[src/rtl/rank_pick_pkg.sv]
`timescale 1ns/1ps
package rank_pick_pkg;
  localparam int unsigned DEF_ENTRIES = 8;
  localparam int unsigned DEF_AGE_W   = 8;
  localparam int unsigned DEF_CONS_W  = 4;
  localparam int unsigned DEF_RES_W   = 8;

  // Width of a slot index; at least one bit.
  function automatic int unsigned idx_width(input int unsigned n);
    return (n > 1) ? $clog2(n) : 1;
  endfunction

  // True when the right contender beats the left one. Left wins on a full tie,
  // and left always carries the lower slot numbers.
  function automatic logic take_right(input logic lv, input int lr, input int la,
                                      input logic rv, input int rr, input int ra);
    return rv && (!lv || (rr < lr) || ((rr == lr) && (ra < la)));
  endfunction
endpackage

[src/rtl/rank_pick_score.sv]
`timescale 1ns/1ps
module rank_pick_score #(
  parameter int unsigned N   = 8,
  parameter int unsigned AW  = 8,
  parameter int unsigned CW  = 4,
  parameter int unsigned RW  = 8,
  parameter int unsigned RKW = 9
) (
  input  logic [N-1:0]          vld,
  input  logic [N*AW-1:0]       age_flat,
  input  logic [N*CW-1:0]       cons_flat,
  input  logic [N*RW-1:0]       res_flat,
  input  logic [RW-1:0]         free,
  output logic [N-1:0]          elig,
  output logic signed [RKW-1:0] rank [N],
  output logic [AW-1:0]         age  [N]
);
  for (genvar i = 0; i < N; i++) begin : g_slot
    logic [AW-1:0] a;
    logic [CW-1:0] c;
    logic [RW-1:0] r;
    assign a = age_flat[i*AW +: AW];
    assign c = cons_flat[i*CW +: CW];
    assign r = res_flat[i*RW +: RW];
    assign rank[i] = $signed({{(RKW-AW){1'b0}}, a}) - $signed({{(RKW-CW){1'b0}}, c});
    assign elig[i] = vld[i] && ((r & ~free) == '0);
    assign age[i]  = a;
  end
endmodule

[src/rtl/rank_pick_tree.sv]
`timescale 1ns/1ps
module rank_pick_tree
  import rank_pick_pkg::*;
#(
  parameter int unsigned N   = 8,
  parameter int unsigned AW  = 8,
  parameter int unsigned RKW = 9,
  parameter int unsigned IW  = 3
) (
  input  logic [N-1:0]          elig,
  input  logic signed [RKW-1:0] rank [N],
  input  logic [AW-1:0]         age  [N],
  output logic                  win_v,
  output logic [IW-1:0]         win_idx
);
  localparam int unsigned LVL = (N > 1) ? $clog2(N) : 0;
  localparam int unsigned NP  = 1 << LVL;

  logic                  nv [LVL+1][NP];
  logic signed [RKW-1:0] nr [LVL+1][NP];
  logic [AW-1:0]         na [LVL+1][NP];
  logic [IW-1:0]         ni [LVL+1][NP];

  for (genvar l = 0; l <= LVL; l++) begin : g_lvl
    localparam int unsigned W = NP >> l;
    for (genvar k = 0; k < NP; k++) begin : g_node
      if (k >= W) begin : g_pad
        assign nv[l][k] = 1'b0;
        assign nr[l][k] = '0;
        assign na[l][k] = '0;
        assign ni[l][k] = '0;
      end else if (l == 0) begin : g_leaf
        if (k < N) begin : g_real
          assign nv[l][k] = elig[k];
          assign nr[l][k] = rank[k];
          assign na[l][k] = age[k];
          assign ni[l][k] = IW'(k);
        end else begin : g_empty
          assign nv[l][k] = 1'b0;
          assign nr[l][k] = '0;
          assign na[l][k] = '0;
          assign ni[l][k] = '0;
        end
      end else begin : g_merge
        logic rt;
        assign rt = take_right(nv[l-1][2*k],   int'(nr[l-1][2*k]),   int'(na[l-1][2*k]),
                               nv[l-1][2*k+1], int'(nr[l-1][2*k+1]), int'(na[l-1][2*k+1]));
        assign nv[l][k] = rt ? nv[l-1][2*k+1] : nv[l-1][2*k];
        assign nr[l][k] = rt ? nr[l-1][2*k+1] : nr[l-1][2*k];
        assign na[l][k] = rt ? na[l-1][2*k+1] : na[l-1][2*k];
        assign ni[l][k] = rt ? ni[l-1][2*k+1] : ni[l-1][2*k];
      end
    end
  end

  assign win_v   = nv[LVL][0];
  assign win_idx = ni[LVL][0];
endmodule

[src/rtl/rank_pick_blocked.sv]
`timescale 1ns/1ps
module rank_pick_blocked #(
  parameter int unsigned N  = 8,
  parameter int unsigned RW = 8
) (
  input  logic              clk,
  input  logic              rst,
  input  logic [N-1:0]      vld,
  input  logic [N*RW-1:0]   res_flat,
  input  logic [RW-1:0]     free,
  output logic [RW-1:0]     blk_q
);
  logic [RW-1:0] blk_d;

  always_comb begin
    blk_d = '0;
    for (int i = 0; i < N; i++) begin
      if (vld[i]) blk_d = blk_d | (res_flat[i*RW +: RW] & ~free);
    end
  end

  always_ff @(posedge clk) begin
    if (rst) blk_q <= '0;
    else     blk_q <= blk_d;
  end
endmodule

[src/rtl/rank_pick.sv]
`timescale 1ns/1ps
module rank_pick
  import rank_pick_pkg::*;
#(
  parameter int unsigned ENTRIES = DEF_ENTRIES,
  parameter int unsigned AGE_W   = DEF_AGE_W,
  parameter int unsigned CONS_W  = DEF_CONS_W,
  parameter int unsigned RES_W   = DEF_RES_W,
  localparam int unsigned IDX_W  = idx_width(ENTRIES),
  localparam int unsigned RANK_W = ((AGE_W > CONS_W) ? AGE_W : CONS_W) + 1
) (
  input  logic                      clk,
  input  logic                      rst,
  input  logic [ENTRIES-1:0]        ent_valid,
  input  logic [ENTRIES*AGE_W-1:0]  ent_age,
  input  logic [ENTRIES*CONS_W-1:0] ent_cons,
  input  logic [ENTRIES*RES_W-1:0]  ent_res,
  input  logic [RES_W-1:0]          res_free,
  output logic                      pick_valid,
  output logic [IDX_W-1:0]          pick_slot,
  output logic [RES_W-1:0]          blocked_res
);
  logic [ENTRIES-1:0]        elig;
  logic signed [RANK_W-1:0]  rank [ENTRIES];
  logic [AGE_W-1:0]          age  [ENTRIES];
  logic                      win_v;
  logic [IDX_W-1:0]          win_idx;

  rank_pick_score #(.N(ENTRIES), .AW(AGE_W), .CW(CONS_W), .RW(RES_W), .RKW(RANK_W)) u_score (
    .vld(ent_valid), .age_flat(ent_age), .cons_flat(ent_cons), .res_flat(ent_res),
    .free(res_free), .elig(elig), .rank(rank), .age(age)
  );

  rank_pick_tree #(.N(ENTRIES), .AW(AGE_W), .RKW(RANK_W), .IW(IDX_W)) u_tree (
    .elig(elig), .rank(rank), .age(age), .win_v(win_v), .win_idx(win_idx)
  );

  rank_pick_blocked #(.N(ENTRIES), .RW(RES_W)) u_blk (
    .clk(clk), .rst(rst), .vld(ent_valid), .res_flat(ent_res), .free(res_free),
    .blk_q(blocked_res)
  );

  assign pick_valid = win_v;
  assign pick_slot  = win_v ? win_idx : '0;
endmodule

[config.mk]
export PLATFORM = sky130hd
export DESIGN_NAME = rank_pick
export DESIGN_NICKNAME = d
export VERILOG_FILES = /design/src/rtl/rank_pick_pkg.sv /design/src/rtl/rank_pick_score.sv /design/src/rtl/rank_pick_tree.sv /design/src/rtl/rank_pick_blocked.sv /design/src/rtl/rank_pick.sv
export SDC_FILE = /design/constraint.sdc
export NUM_CORES = 1
export LEC_CHECK = 0
export CORE_MARGIN = 5
export CORE_UTILIZATION = 51
export CTS_CLUSTER_SIZE = 20
export DETAILED_ROUTE_END_ITERATION = 10
export PLACE_DENSITY = 0.84
export SETUP_SLACK_MARGIN = 0.2
export SYNTH_ARGS = -nofsm -noshare
export SYNTH_HDL_FRONTEND = slang
export SYNTH_SLANG_ARGS = --single-unit
[constraint.sdc]
create_clock -name clk -period 15 [get_ports clk]
set_clock_uncertainty 0.15 [all_clocks]
set_input_delay 3 -clock clk [delete_from_list [all_inputs] [get_ports clk]]
set_output_delay 3 -clock clk [all_outputs]
set_load 0.01 [all_outputs]
==> flow_metrics.tcl, run 1 <==
set metrics [dict create \
    boundaryPins 190 \
    intPower_uw 244 \
    yosysWarnings 0 \
    p_leak_nw 4.33 \
    synth-seq-cells 8 \
    max_stage_delay_ns 0.58 \
    switching_share_pct 48.1 \
    viasPerCell 6.00 \
    post-place-ws_ns -0.164 \
    multi_input_area_um2 6280 \
    drv_slew 0 \
    dp.cells 1311 \
    netlist_area_um2 6910 \
    combPwrFrac_pct 85.9 \
    path_max_fanout 7 \
    largestRegisters "u_blk.blk_q: 8 flops" \
    power_density_nw_per_um2 50.9 \
    path_class "input pin to primary output" \
    clockRootBuffer "clkbuf_16" \
    min-delay-start "res_free[7]" \
    n_fill_cell 1158 \
    total_power_uw 471 \
    cp.required_ns 11.85 \
    arrival_ns 11.27 \
    grt_pass1_wl_mm 37.2 \
    drv_cap 0 \
    avgSynthCellArea_um2 7.24 \
    firstDrtPassIters 11 \
    cts_sinks 8 \
    start_kind "input pin" \
    largest-register "u_blk.blk_q" \
    rsz0062_at_grt "yes" \
    p_sw_uw 226 \
    synthFlopType "dfxtp_1" \
    syn_nets 1280 \
    timing.fmax_mhz 69.3 \
    num_rows 42 \
    htreeDepth 1 \
    yosysUniqueCellTypes 76 \
    ff_latch_area_um2 160 \
    slowest_stage "a21oi_1" \
    die_w_um 126 \
    cp_common_cell "ha_1" \
    min_period_ns 14.42 \
    worstMarginPinSlew_ns 0.686 \
    ir_drop_v 0.0000300 \
    grt_max_degree 24 \
    wl_per_cell_um 18.3 \
    die_area_um2 16000 \
    crit_path_end_kind "primary output" \
    drt_iter0_drc 747 \
    wirelength_mm 24.1 \
    hold_viol_final 0 \
    initial_core_util_pct 52.1 \
    finish.utilization_pct 69.8 \
    place_congestion 0.923 \
    crit_start "ent_age[24]" \
    seqPwrFrac_pct 4.9 \
    antenna_found_initial 0 \
    yosysSeqAreaShare_pct 2.32 \
    route.detailed.drc 8 \
    min_path_type "input pin to flop" \
    tritoncts "built" \
    largest_reg_flops 8 \
    violations "design-rule violations" \
    die_height_um 126 \
    fin_crit_sh_pct 96.2 \
    finalNetCount 1469 \
    pwr-share-clk_pct 9.3 \
    synth_edf_count 0 \
    clockBufferDepth 2 \
    path_clk_slew_ns 0.03 \
    numCtsBuffers 3 \
    finalWorstSetupSlack_ns 0.576 \
    n_antenna_cell 0 \
    core_area_um2 13200 \
    ant_nets 0 \
    drive_gt1_share_pct 5.70 \
    fin_cells 1317 \
    grt_usage_pct 27.8 \
    syn_inst 954 \
    io_buffers 189 \
    status "finished with violations" \
    setup_viol 0 \
    vias 7903 \
    slew_headroom_pct 53.1 \
    grt_pass1_vias 7563 \
    synthToLayoutAreaGrowth_pct 33.9 \
    grt_overflow_total 0 \
    async_reset_ff_share_pct 0 \
    hpwl_mm 21.0 \
]
-- power groups by stage --
stage               registers, mW  logic [mW]  clock network, mW
floorplan                  0.0241       0.246                  0
global route               0.0232       0.446             0.0454
detailed placement         0.0234       0.388                  0
finish                     0.0230       0.404             0.0435
global placement           0.0233       0.381                  0
CTS                        0.0231       0.392             0.0438
-- final timing paths --
| path | end | slack (ns) | cells past startpoint |
|---|---|---|---|
| worst max-delay path | pick_slot[0] | 0.58 | 37 |
| worst min-delay path | u_blk.blk_q[7]$_SDFF_PP0_ | 3.28 | 2 |
-- cells by family after synthesis --
kind of cell    count (synthesis)  synth area share [%]
fa+ha+maj                     148                  27.7
compound gates                278                  28.1
mux                            34                  5.09
flops                           8                  2.32
simple gates                  289                  21.7
buf+inv                       143                  8.23
xor+xnor                       54                  6.85
-- worst max-delay path, delay by kind of cell --
family                   cells  cell delay [ns]
adder cells (fa/ha/maj)      5             1.37
AO/OA/AOI/OAI               12             2.81
multiplexers                 2             0.72
AND/OR/NAND/NOR             11             2.12
XOR/XNOR                     1             0.17
buffers and inverters        6             1.05
-- synth_stat cells, types with 7 or more instances --
cell | instances | share of area (%)
ha_1 | 140 | 25
inv_1 | 113 | 6.1
nand2_1 | 74 | 4.0
a21oi_1 | 60 | 4.3
o21ai_0 | 60 | 4.3
nor2_1 | 59 | 3.2
nor2b_1 | 38 | 3.4
xnor2_1 | 34 | 4.3
mux2i_1 | 28 | 4.1
a21o_1 | 22 | 2.4
nand3_1 | 22 | 1.6
xor2_1 | 20 | 2.5
clkbuf_1 | 18 | 0.98
a22oi_1 | 17 | 1.8
nand4_1 | 14 | 1.3
nand2b_1 | 13 | 1.2
nor3_1 | 13 | 0.94
o211ai_1 | 13 | 1.4
a221oi_1 | 10 | 1.3
a311oi_1 | 10 | 1.3
nor4_1 | 10 | 0.91
or3_1 | 10 | 0.91
a211o_1 | 9 | 1.1
a22o_1 | 9 | 1.1
a2111oi_0 | 8 | 1.0
a222oi_1 | 8 | 1.2
dfxtp_1 | 8 | 2.3
fa_1 | 8 | 2.3
o21a_1 | 8 | 0.87
a21boi_0 | 7 | 0.76
-- through the flow --
step                      area, um^2  hold slack [ns]  setup TNS (ns)
after detailed placement        9050             3.51          -0.164
final                           9250             3.28               0
after global placement          9050             3.51               0
after floorplan                 6910             2.92               0
after CTS                       9140             3.28               0
after global routing            9250             3.28               0
-- cell usage in the layout, fill, tap and decap left out, types with 4 or more instances in the layout --
master	n
dfxtp_1	8
o211ai_1	13
mux2i_1	28
mux2_2	5
a2111oi_0	7
a22oi_1	17
a21oi_1	55
a311oi_1	10
a21oi_2	5
a31oi_1	5
a211o_1	9
a221oi_1	9
buf_4	21
and3_1	4
fa_1	8
and2_1	4
o21ai_0	58
a21boi_0	5
a211oi_1	6
nor4_1	9
a22o_1	9
o21a_1	8
or3_1	10
nor2b_1	38
nor3_1	12
nor2_1	58
nand2_1	74
xnor2_1	34
clkdlybuf4s50_1	186
inv_1	113
a21o_1	22
ha_1	139
a222oi_1	8
nand4_1	14
nand2b_1	13
xor2_1	20
nand3_1	22
-- metal layers --
metal  up-vias  global-route usage (%)  part of all wire, %
met5         -                       0                    0
met4         0                    4.92                  2.1
met3        53                    4.16                  8.6
li1       3885                       -                    -
met1      3577                    36.6                   43
met2       388                    48.4                   47
-- timing repair --
action                                  CTS  global route
pin swaps                                 0             2
hold buffers                              0             0
endpoints found under the hold margin     0             0
buffers inserted                          0             2
gates resized for setup                   6            21
endpoints found under the setup margin    3             3
cloned                                    0             1
-- cell type report --
class	instances	area share, %
clock buffers	3	0.812
inverters	115	4.67
multi-input cells	804	68.0
flip-flops and latches	8	1.73
well taps	176	2.38
repair buffers	211	22.5
Note: power is estimated with default switching activity, not from simulation.
==> run 2, diff against run 1 <==
--- a/config.mk
+++ b/config.mk
@@ -5,8 +5,10 @@
 export SDC_FILE = /design/constraint.sdc
 export NUM_CORES = 1
 export LEC_CHECK = 0
-export CORE_MARGIN = 5
+export ABC_AREA = 1
+export CORE_MARGIN = 3
 export CORE_UTILIZATION = 51
+export CTS_CLUSTER_DIAMETER = 60
 export CTS_CLUSTER_SIZE = 20
 export DETAILED_ROUTE_END_ITERATION = 10
 export PLACE_DENSITY = 0.84
==> run 2 against run 1 <==
The flow now finishes without violations. Maximum frequency increased by 4.3%. Core utilization decreased by 0.42 points. Critical path depth increased by 10. Sequential cell count unchanged. Combinational power decreased by 11%. First-iteration DRC count decreased by 9.8%. Area after synthesis decreased by 1.1%. Design area decreased by 3.4%. Final cell count increased by 16%. Synthesized cell count increased by 24%. Total power decreased by 8.8%. Clock power increased by 4%. Critical endpoint unchanged. Largest cell class unchanged. Largest power group unchanged. Highest routed layer unchanged.
==> flow_metrics.tcl, run 2 <==
set metrics [dict create \
    cts_resized 0 \
    grt_usage_pct 30.0 \
    min_period_ns 13.82 \
    post-route-cell-area_um2 8940 \
    num_rows 41 \
    dpl_cell_area_um2 8850 \
    min-delay-start "ent_res[58]" \
    numCtsBuffers 3 \
    min_to "u_blk.blk_q[2]$_SDFF_PP0_" \
    use_met1_pct 38.1 \
    cts_sinks 8 \
    io_buffers 189 \
    path_class "input pin to primary output" \
    synth-seq-cells 8 \
    hpwl_mm 20.4 \
    final_common_cell "nand2_1" \
    rsz0062_at_grt "no" \
    p_leak_nw 4.73 \
    synthFlopType "dfxtp_1" \
    grt_pass1_wl_mm 36.3 \
    synth-xor-area-share_pct 4.62 \
    min_path_type "input pin to flop" \
    firstDrtPassIters 6 \
    drv_slew 0 \
    finish.utilization_pct 69.4 \
    drive_gt1_share_pct 2.88 \
    clockBufferDepth 2 \
    avgSynthCellArea_um2 5.78 \
    syn_nets 1508 \
    grt_max_degree 36 \
    route.detailed.drc 0 \
    ant_nets 0 \
    gr-usage-met2_pct 50.3 \
    viasPerCell 5.51 \
    hold_viol_final 0 \
    netlist_top_cells_count "354 x nand2_1, 177 x inv_1, 140 x ha_1" \
    largest-register "u_blk.blk_q" \
    tritoncts "built" \
    place_congestion 0.990 \
    worstMarginPinSlew_ns 0.628 \
    start_kind "input pin" \
    yosysMostFrequentCell "nand2_1" \
    yosysUniqueCellTypes 44 \
    clockRootBuffer "clkbuf_16" \
    power_density_nw_per_um2 48.0 \
    wl_per_cell_um 15.0 \
    die_area_um2 14800 \
    yosysWarnings 0 \
    path_clk_slew_ns 0.04 \
    arrival_ns 10.67 \
    yosys-mux-area-fraction_pct 0 \
    hold_path_depth 3 \
    drt_iter0_drc 674 \
    synthSimpleGateAreaFrac_pct 34.2 \
    setup_tns_ns 0 \
    die_height_um 122 \
    path_max_fanout 22 \
    synthAdderAreaFrac_pct 28.0 \
    drv_cap 0 \
    grt.met3_usage_pct 6.64 \
    finalNetCount 1680 \
    die_w_um 122 \
    timing.fmax_mhz 72.3 \
    yosysSeqAreaShare_pct 2.34 \
    cp_common_cell "nand2_1" \
    antenna_found_initial 0 \
    async_reset_ff_share_pct 0 \
    holdBufCountCts 0 \
    wirelength_mm 22.9 \
    largestRegisters "u_blk.blk_q: 8 flops" \
    netlist_area_um2 6830 \
    grt_overflow_total 0 \
    vias 8401 \
    synthToLayoutAreaGrowth_pct 30.8 \
    syn_inst 1182 \
    boundaryPins 190 \
    crit_path_end_kind "primary output" \
    fin_crit_sh_pct 92.2 \
    synth_top_family_by_area "simple AND/OR/NAND/NOR gates" \
    yosysTopAreaCellShare_pct 25.6 \
    synth_edf_count 0 \
    cts_setup_buffers 0 \
    n_fill_cell 1186 \
    n_antenna_cell 0 \
    netlist_top_cells_area "ha_1 26%, nand2_1 19%, inv_1 9.7%, o21ai_0 9.4%, nand3_1 4.4%" \
    status "finished, final reports clean" \
    slowest_stage "clkdlybuf4s50_1" \
    cp.required_ns 11.85 \
    ir_drop_v 0.0000471 \
    core_area_um2 12900 \
    largest_reg_flops 8 \
    slew_headroom_pct 58.1 \
    max_stage_delay_ns 0.53 \
    initial_core_util_pct 53.1 \
    setup_viol 0 \
    grt.busiest_layer "met2" \
    mostFrequentLayoutCells "354 x nand2_1, 189 x clkdlybuf4s50_1, 175 x inv_1" \
    synth_area_leader_cell "ha_1" \
    htreeDepth 1 \
    total_power_uw 429 \
    grt_pass1_vias 7930 \
    synth_compound_area_share_pct 19.5 \
]
-- run 2: cell types whose count changed after synthesis, sizes merged, moves of 10 or more --
cell     before  now
nand2        74  370
or3          10    0
o21ai        60  128
xor2         20   32
nand2b       13    0
inv         115  183
nor2b        38    0
a2111oi      11    0
a21o         22    4
a22oi        17    0
o211ai       13    0
mux2i        28    0
nand3        24   62
xnor2        34    4
-- run 2: layout make-up --
type,instances,area (um^2),share of cell area [%]
Multi-Input combinational cell,968,5900,66.0
Timing Repair Buffer,189,1890,21.2
Tap cell,172,215,2.41
Clock buffer,3,75.1,0.840
Timing Repair inverter,1,5.00,0.0560
Inverter,183,694,7.77
Sequential cell,8,160,1.79
-- run 2: cells by family after synthesis --
logic type	count (synthesis)
buf+inv	206
xor+xnor	36
fa+ha+maj	148
compound gates	236
flops	8
simple gates	548
-- run 2: routing by layer --
metal,part of all wire [%],vias to the layer above,wire [um]
met1,42,3665,9690
met3,9.7,67,2230
met5,0,-,0
li1,-,4276,-
met2,45,393,10200
met4,3.3,0,748
-- run 2: critical path, delay by kind of cell --
family | cells | cell delay, ns
AND/OR/NAND/NOR | 23 | 2.26
buffers and inverters | 6 | 1.69
adder cells (fa/ha/maj) | 5 | 1.53
AO/OA/AOI/OAI | 13 | 2.16
-- run 2: worst max-delay path by stage --
stage                            start      endpoint  cells after the start
after floorplan           ent_cons[10]  pick_slot[0]                     43
after global placement     ent_age[56]  pick_slot[0]                     42
after detailed placement   ent_age[56]  pick_slot[0]                     45
after CTS                  ent_age[56]  pick_slot[0]                     45
after global routing       ent_age[56]  pick_slot[0]                     47
final                      ent_age[56]  pick_slot[0]                     47
-- run 2: power breakdown --
| group | internal, mW | total [mW] | switching [mW] |
|---|---|---|---|
| Clock | 0.0344 | 0.0454 | 0.0110 |
| Combinational | 0.157 | 0.360 | 0.203 |
| Sequential | 0.0235 | 0.0241 | 0.000628 |
-- run 2: stage by stage --
| stage | hold slack, ns | worst slack (ns) | std cells |
|---|---|---|---|
| 2_1_floorplan | 3.00 | 3.09 | 1182 |
| 3_3_place_gp | 3.53 | 1.10 | 1520 |
| 3_5_place_dp | 3.54 | 1.08 | 1520 |
| 4_1_cts | 3.30 | 1.04 | 1523 |
| 5_1_grt | 3.33 | 0.349 | 1524 |
| 6_report | 3.30 | 1.18 | 1524 |
